File: src/rtl/phy_pwr_pkg.sv
package phy_pwr_pkg;

    localparam int MII_NIBBLE = 4;

    typedef enum logic [2:0] {
        ST_RUN      = 3'd0,
        ST_GPD_OFF  = 3'd1,
        ST_GPD_RST  = 3'd2,
        ST_ED_SAVE  = 3'd3,
        ST_ED_SLEEP = 3'd4,
        ST_ED_WAKE  = 3'd5
    } pwr_state_e;

    typedef struct packed {
        logic [MII_NIBBLE-1:0] d;
        logic                  en;
        logic                  er;
    } tx_bus_t;

    typedef struct packed {
        logic pwr_en;
        logic core_rst;
        logic save;
        logic restore;
    } pwr_ctl_t;

    function automatic pwr_ctl_t ctl_of(input pwr_state_e st);
        pwr_ctl_t c;
        c.pwr_en   = (st != ST_GPD_OFF) && (st != ST_ED_SLEEP);
        c.core_rst = (st == ST_GPD_RST);
        c.save     = (st == ST_ED_SAVE);
        c.restore  = (st == ST_ED_WAKE);
        return c;
    endfunction

    function automatic logic tx_allowed(input pwr_state_e st, input logic iso);
        return (st == ST_RUN) && !iso;
    endfunction

endpackage

File: src/rtl/hwrst_qual.sv
module hwrst_qual #(
    parameter int HWRST_MIN = 12500
) (
    input  logic clk,
    input  logic rst,
    input  logic hw_rst_n,
    output logic hw_req
);
    localparam int QW = $clog2(HWRST_MIN + 1);
    localparam logic [QW-1:0] LIMIT = QW'(HWRST_MIN);

    logic [QW-1:0] low_cnt;

    always_ff @(posedge clk) begin
        if (rst) begin
            low_cnt <= '0;
        end else if (hw_rst_n) begin
            low_cnt <= '0;
        end else if (low_cnt != LIMIT) begin
            low_cnt <= low_cnt + 1'b1;
        end
    end

    assign hw_req = hw_rst_n && (low_cnt == LIMIT);
endmodule

File: src/rtl/pwr_seq.sv
module pwr_seq
    import phy_pwr_pkg::*;
#(
    parameter int RST_CYCLES = 16
) (
    input  logic       clk,
    input  logic       rst,
    input  logic       gpd,
    input  logic       edpd,
    input  logic       energy,
    input  logic       hw_req,
    output pwr_state_e state,
    output logic       wake_by_energy
);
    localparam int CW = $clog2(RST_CYCLES + 1);
    localparam logic [CW-1:0] CNT_LOAD = CW'(RST_CYCLES - 1);

    pwr_state_e st_q, st_d;
    logic [CW-1:0] cnt_q, cnt_d;
    logic sleep_wanted;

    assign sleep_wanted = edpd && !energy;

    always_comb begin
        st_d  = st_q;
        cnt_d = cnt_q;
        if (hw_req) begin
            if (gpd) begin
                st_d = ST_GPD_OFF;
            end else begin
                st_d  = ST_GPD_RST;
                cnt_d = CNT_LOAD;
            end
        end else if (gpd) begin
            st_d = ST_GPD_OFF;
        end else begin
            unique case (st_q)
                ST_RUN: begin
                    if (sleep_wanted) st_d = ST_ED_SAVE;
                end
                ST_GPD_OFF: begin
                    st_d  = ST_GPD_RST;
                    cnt_d = CNT_LOAD;
                end
                ST_GPD_RST: begin
                    if (cnt_q == '0) st_d = ST_RUN;
                    else             cnt_d = cnt_q - 1'b1;
                end
                ST_ED_SAVE: begin
                    st_d = sleep_wanted ? ST_ED_SLEEP : ST_RUN;
                end
                ST_ED_SLEEP: begin
                    if (!sleep_wanted) st_d = ST_ED_WAKE;
                end
                ST_ED_WAKE: begin
                    st_d = ST_RUN;
                end
                default: st_d = ST_GPD_RST;
            endcase
        end
    end

    always_ff @(posedge clk) begin
        if (rst) begin
            st_q  <= ST_GPD_RST;
            cnt_q <= CNT_LOAD;
        end else begin
            st_q  <= st_d;
            cnt_q <= cnt_d;
        end
    end

    assign state          = st_q;
    assign wake_by_energy = (st_q == ST_ED_SLEEP) && !hw_req && !gpd && energy;
endmodule

File: src/rtl/wake_irq.sv
module wake_irq (
    input  logic clk,
    input  logic rst,
    input  logic wake,
    input  logic ie,
    input  logic clr,
    output logic irq_n
);
    logic pend_q;

    always_ff @(posedge clk) begin
        if (rst)               pend_q <= 1'b0;
        else if (wake && ie)   pend_q <= 1'b1;
        else if (clr)          pend_q <= 1'b0;
    end

    assign irq_n = !pend_q;
endmodule

File: src/rtl/tx_gate.sv
module tx_gate
    import phy_pwr_pkg::*;
(
    input  logic    allow,
    input  tx_bus_t mac_tx,
    output tx_bus_t core_tx
);
    assign core_tx = allow ? mac_tx : '0;
endmodule

File: src/rtl/phy_pwr_ctl.sv
module phy_pwr_ctl
    import phy_pwr_pkg::*;
#(
    parameter int RST_CYCLES = 16,
    parameter int HWRST_MIN  = 12500
) (
    input  logic                  clk,
    input  logic                  rst,
    input  logic                  hw_rst_n,
    input  logic                  cfg_isolate,
    input  logic                  cfg_gpd,
    input  logic                  cfg_edpd,
    input  logic                  cfg_wake_ie,
    input  logic                  irq_clr,
    input  logic                  energy_on,
    input  logic [MII_NIBBLE-1:0] mii_txd,
    input  logic                  mii_tx_en,
    input  logic                  mii_tx_er,
    output logic [MII_NIBBLE-1:0] core_txd,
    output logic                  core_tx_en,
    output logic                  core_tx_er,
    output logic                  core_pwr_en,
    output logic                  core_rst,
    output logic                  ctx_save,
    output logic                  ctx_restore,
    output logic                  irq_n
);
    pwr_state_e state;
    logic       hw_req;
    logic       wake_evt;
    pwr_ctl_t   ctl;
    tx_bus_t    mac_tx, gated_tx;

    hwrst_qual #(.HWRST_MIN(HWRST_MIN)) u_qual (
        .clk      (clk),
        .rst      (rst),
        .hw_rst_n (hw_rst_n),
        .hw_req   (hw_req)
    );

    pwr_seq #(.RST_CYCLES(RST_CYCLES)) u_seq (
        .clk            (clk),
        .rst            (rst),
        .gpd            (cfg_gpd),
        .edpd           (cfg_edpd),
        .energy         (energy_on),
        .hw_req         (hw_req),
        .state          (state),
        .wake_by_energy (wake_evt)
    );

    wake_irq u_irq (
        .clk   (clk),
        .rst   (rst),
        .wake  (wake_evt),
        .ie    (cfg_wake_ie),
        .clr   (irq_clr),
        .irq_n (irq_n)
    );

    assign mac_tx.d  = mii_txd;
    assign mac_tx.en = mii_tx_en;
    assign mac_tx.er = mii_tx_er;

    tx_gate u_gate (
        .allow   (tx_allowed(state, cfg_isolate)),
        .mac_tx  (mac_tx),
        .core_tx (gated_tx)
    );

    assign core_txd   = gated_tx.d;
    assign core_tx_en = gated_tx.en;
    assign core_tx_er = gated_tx.er;

    assign ctl         = ctl_of(state);
    assign core_pwr_en = ctl.pwr_en;
    assign core_rst    = ctl.core_rst;
    assign ctx_save    = ctl.save;
    assign ctx_restore = ctl.restore;
endmodule

File: config.mk
export PLATFORM = sky130hd
export DESIGN_NAME = phy_pwr_ctl
export DESIGN_NICKNAME = d
export VERILOG_FILES = /design/src/rtl/phy_pwr_pkg.sv /design/src/rtl/hwrst_qual.sv /design/src/rtl/pwr_seq.sv /design/src/rtl/wake_irq.sv /design/src/rtl/tx_gate.sv /design/src/rtl/phy_pwr_ctl.sv
export SDC_FILE = /design/constraint.sdc
export NUM_CORES = 1
export LEC_CHECK = 0
export CAP_MARGIN = 20
export CORE_ASPECT_RATIO = 1.5
export CORE_MARGIN = 8
export CORE_UTILIZATION = 54
export DETAILED_ROUTE_END_ITERATION = 12
export PLACE_DENSITY = 0.83
export SLEW_MARGIN = 20
export SYNTH_ARGS = -nofsm -noshare
export SYNTH_HDL_FRONTEND = slang
export SYNTH_SLANG_ARGS = --single-unit
File: constraint.sdc
create_clock -name clk -period 4.1 [get_ports clk]
set_input_delay 0.41 -clock clk [delete_from_list [all_inputs] [get_ports clk]]
set_output_delay 0.41 -clock clk [all_outputs]
set_load 0.1 [all_outputs]
==> impl_metrics.ini <==
[run_status]
status = complete, no violations

[final_layout]
nets = 185
fill_cells = 190
fin_cells = 189
drive_above_1_share_pct = 12.7
antennaDiodeCount = 0
syn2layout_area_growth_pct = 20.6

[route]
drt_pass1_iterations = 4
drc = 0
antenna_left = 0
dr_total_vias = 1085
routed_wl_mm = 2.80
drt_first_iter_violations = 17
viasPerCell = 5.74
avgRoutedWirePerCell_um = 14.8

[synth]
synth-seq-area-share_pct = 36.2
avgSynthCellArea_um2 = 8.89
syn_inst = 143
synth-warning-count = 0
yosys.cell_count.top_type = dfxtp_1
async_flop_share_pct = 0
synth.top_cells.by_count = dfxtp_1, nor2_1, xor2_1, and2_1, nand2_1
synth_top_flop_cell = dfxtp_1
synth_top_area_share_pct = 36.2
synth_largest_area_cell = dfxtp_1
synth.area.top_cells = dfxtp_1, nor2_1, xor2_1
syn_area_um2 = 1270
synth_seq_cells = 23
synth_fp_nets = 161
synth_cell_type_count = 48
synth_edf_count = 0

[worst_hold_path]
hp-class = reg -> reg

[timing]
slew_headroom_pct = 33.7
timing.hold.ws_ns = 0.524
rsz0062_at_grt = no
finClkSkew_ns = 0.00263
fmax_mhz = 369
hold_viol_final = 0
finalSetupTns_ns = 0
fin_crit_sh_pct = 66.0
final_max_slew_viol_count = 0
fin_crit_ns = 2.71
setup_violations = 0
tightestPinTransition_ns = 0.992

[placed_design]
gp_congestion = 0.808
place_inst = 185
portBuffers = 25
dpl.hpwl_mm = 2.26

[floorplanning]
placementRows = 21
start_util_pct = 56.9
die_h_um = 75.4
io_pins = 26
fp.coreArea_um2 = 2230
dieArea_um2 = 4190
die-width_um = 55.6

[power]
seqPwrFrac_pct = 55.3
p_per_area_nw_per_um2 = 283
internal_power_w = 0.000305
swShare_pct = 29.7
combPwrFrac_pct = 21.9
p_clk_share_pct = 22.8
power_leakage_nw = 0.598
vdd_ir_drop_max_mv = 0.226
p_sw_w = 0.000129

[job]
maxCapViolCount = 0

[clock_tree]
clock_sinks = 23
cts-buffers-inserted = 3
post-cts-setup-buffers = 0
post_cts_resized = 0
clk_pin_slew_ns = 0.12
clockBufferDepth = 2
cts_tree = yes
clkLatencyLatePin_ns = 0.30
ctsHoldBuffers = 0
root_buffer = clkbuf_4
htree_levels = 1

[global_routing]
grtUsageMet1_pct = 13.2
grt_max_degree = 15
first_global_vias = 1097
use_met3_pct = 3.50
grt_pass1_wl_mm = 4.81
use_met2_pct = 28.4
grtUsageTotal_pct = 13.8
gr-total-overflow = 0
busiest_layer = met2
antenna_found_initial = 0

[critical_path]
worst_setup_path_start_kind = flip-flop
arrival_ns = 2.30
critPathKind = reg -> out
required_ns = 3.69
setup.worst_path.end_class = output port
crit_path_max_fanout = 9
critical path: stages, from the launching register on:
cell             delay (ns)
dfxtp_1                0.47
nor3b_2                0.33
clkdlybuf4s50_1        1.19
layer usage:
metal,share of wire [%],wire (µm),vias up
li1,-,-,548
met1,42,1170,508
met2,54,1510,27
met3,3.8,106,2
met4,0.57,16,0
met5,0,0,-
state kept, by name, summed over array words and instances (netlist names):
| register | cells |
|---|---|
| u_seq.state | 3 |
| u_irq.pend_q | 1 |
| u_qual.low_cnt | 14 |
| u_seq.cnt_q | 5 |
cells by family (layout without fill, tap and decap cells):
group | after synthesis | in the layout | share of synthesized area (%)
adders and majority gates | 3 | 3 | 2.95
xor gates and xnor gates | 13 | 13 | 8.96
buffers and inverters | 11 | 34 | 3.74
DFF | 23 | 23 | 36.2
and+or+nand+nor | 75 | 75 | 36.8
AOI/OAI and AO/OA | 17 | 17 | 10.5
muxes | 1 | 1 | 0.787
placed cells by master (no fill, tap or decap), types with 2 or more instances in the layout:
cell type,count
and2_1,8
and3_1,3
and3b_1,3
and4_1,2
buf_4,6
clkbuf_4,3
clkdlybuf4s50_1,19
dfxtp_1,23
ha_1,3
inv_1,5
nand2_1,8
nand4_1,6
nor2_1,22
nor2b_1,2
nor3_1,4
nor3b_2,2
o21ai_0,4
o21ai_1,2
xnor2_1,4
xor2_1,9
final cells by class:
type / instances / area (µm²) / area share (%)
inverters: 5 / 18.8 / 1.22
well taps: 23 / 28.8 / 1.88
clock buffers: 4 / 26.3 / 1.71
multi-input cells: 109 / 763 / 49.8
flip-flops and latches: 23 / 460 / 30.0
repair buffers: 25 / 235 / 15.3
worst paths after layout:
kind	startpoint	endpoint	slack, ns	cells after the start
worst min-delay path	u_seq.cnt_q[2]	u_seq.cnt_q[2]	0.52	1
worst max register to register	u_qual.low_cnt[0]	u_seq.cnt_q[2]	2.25	7
worst max-delay path	u_seq.state[1]	core_rst	1.39	2
worst min register to register	u_seq.cnt_q[2]	u_seq.cnt_q[2]	0.52	1
power groups by stage:
| stage | logic [W] | clock network [W] | registers (W) |
|---|---|---|---|
| after floorplan | 0.0000674 | 0 | 0.000242 |
| after global placement | 0.0000923 | 0 | 0.000244 |
| after detailed placement | 0.0000952 | 0 | 0.000245 |
| after CTS | 0.0000956 | 0.000103 | 0.000240 |
| after global routing | 0.000103 | 0.000111 | 0.000241 |
| final | 0.0000950 | 0.0000991 | 0.000240 |
stage by stage:
step / cell area [µm²] / setup WS [ns] / util, % / power [W]
after global routing: 1530 / 1.30 / 68.6 / 0.000455
after CTS: 1530 / 1.39 / 68.6 / 0.000438
after global placement: 1510 / 1.77 / 67.5 / 0.000336
after floorplan: 1270 / 1.53 / - / 0.000309
after detailed placement: 1510 / 1.75 / 67.5 / 0.000340
final: 1530 / 1.39 / 68.6 / 0.000434
Note: power is estimated with default switching activity, not from simulation.
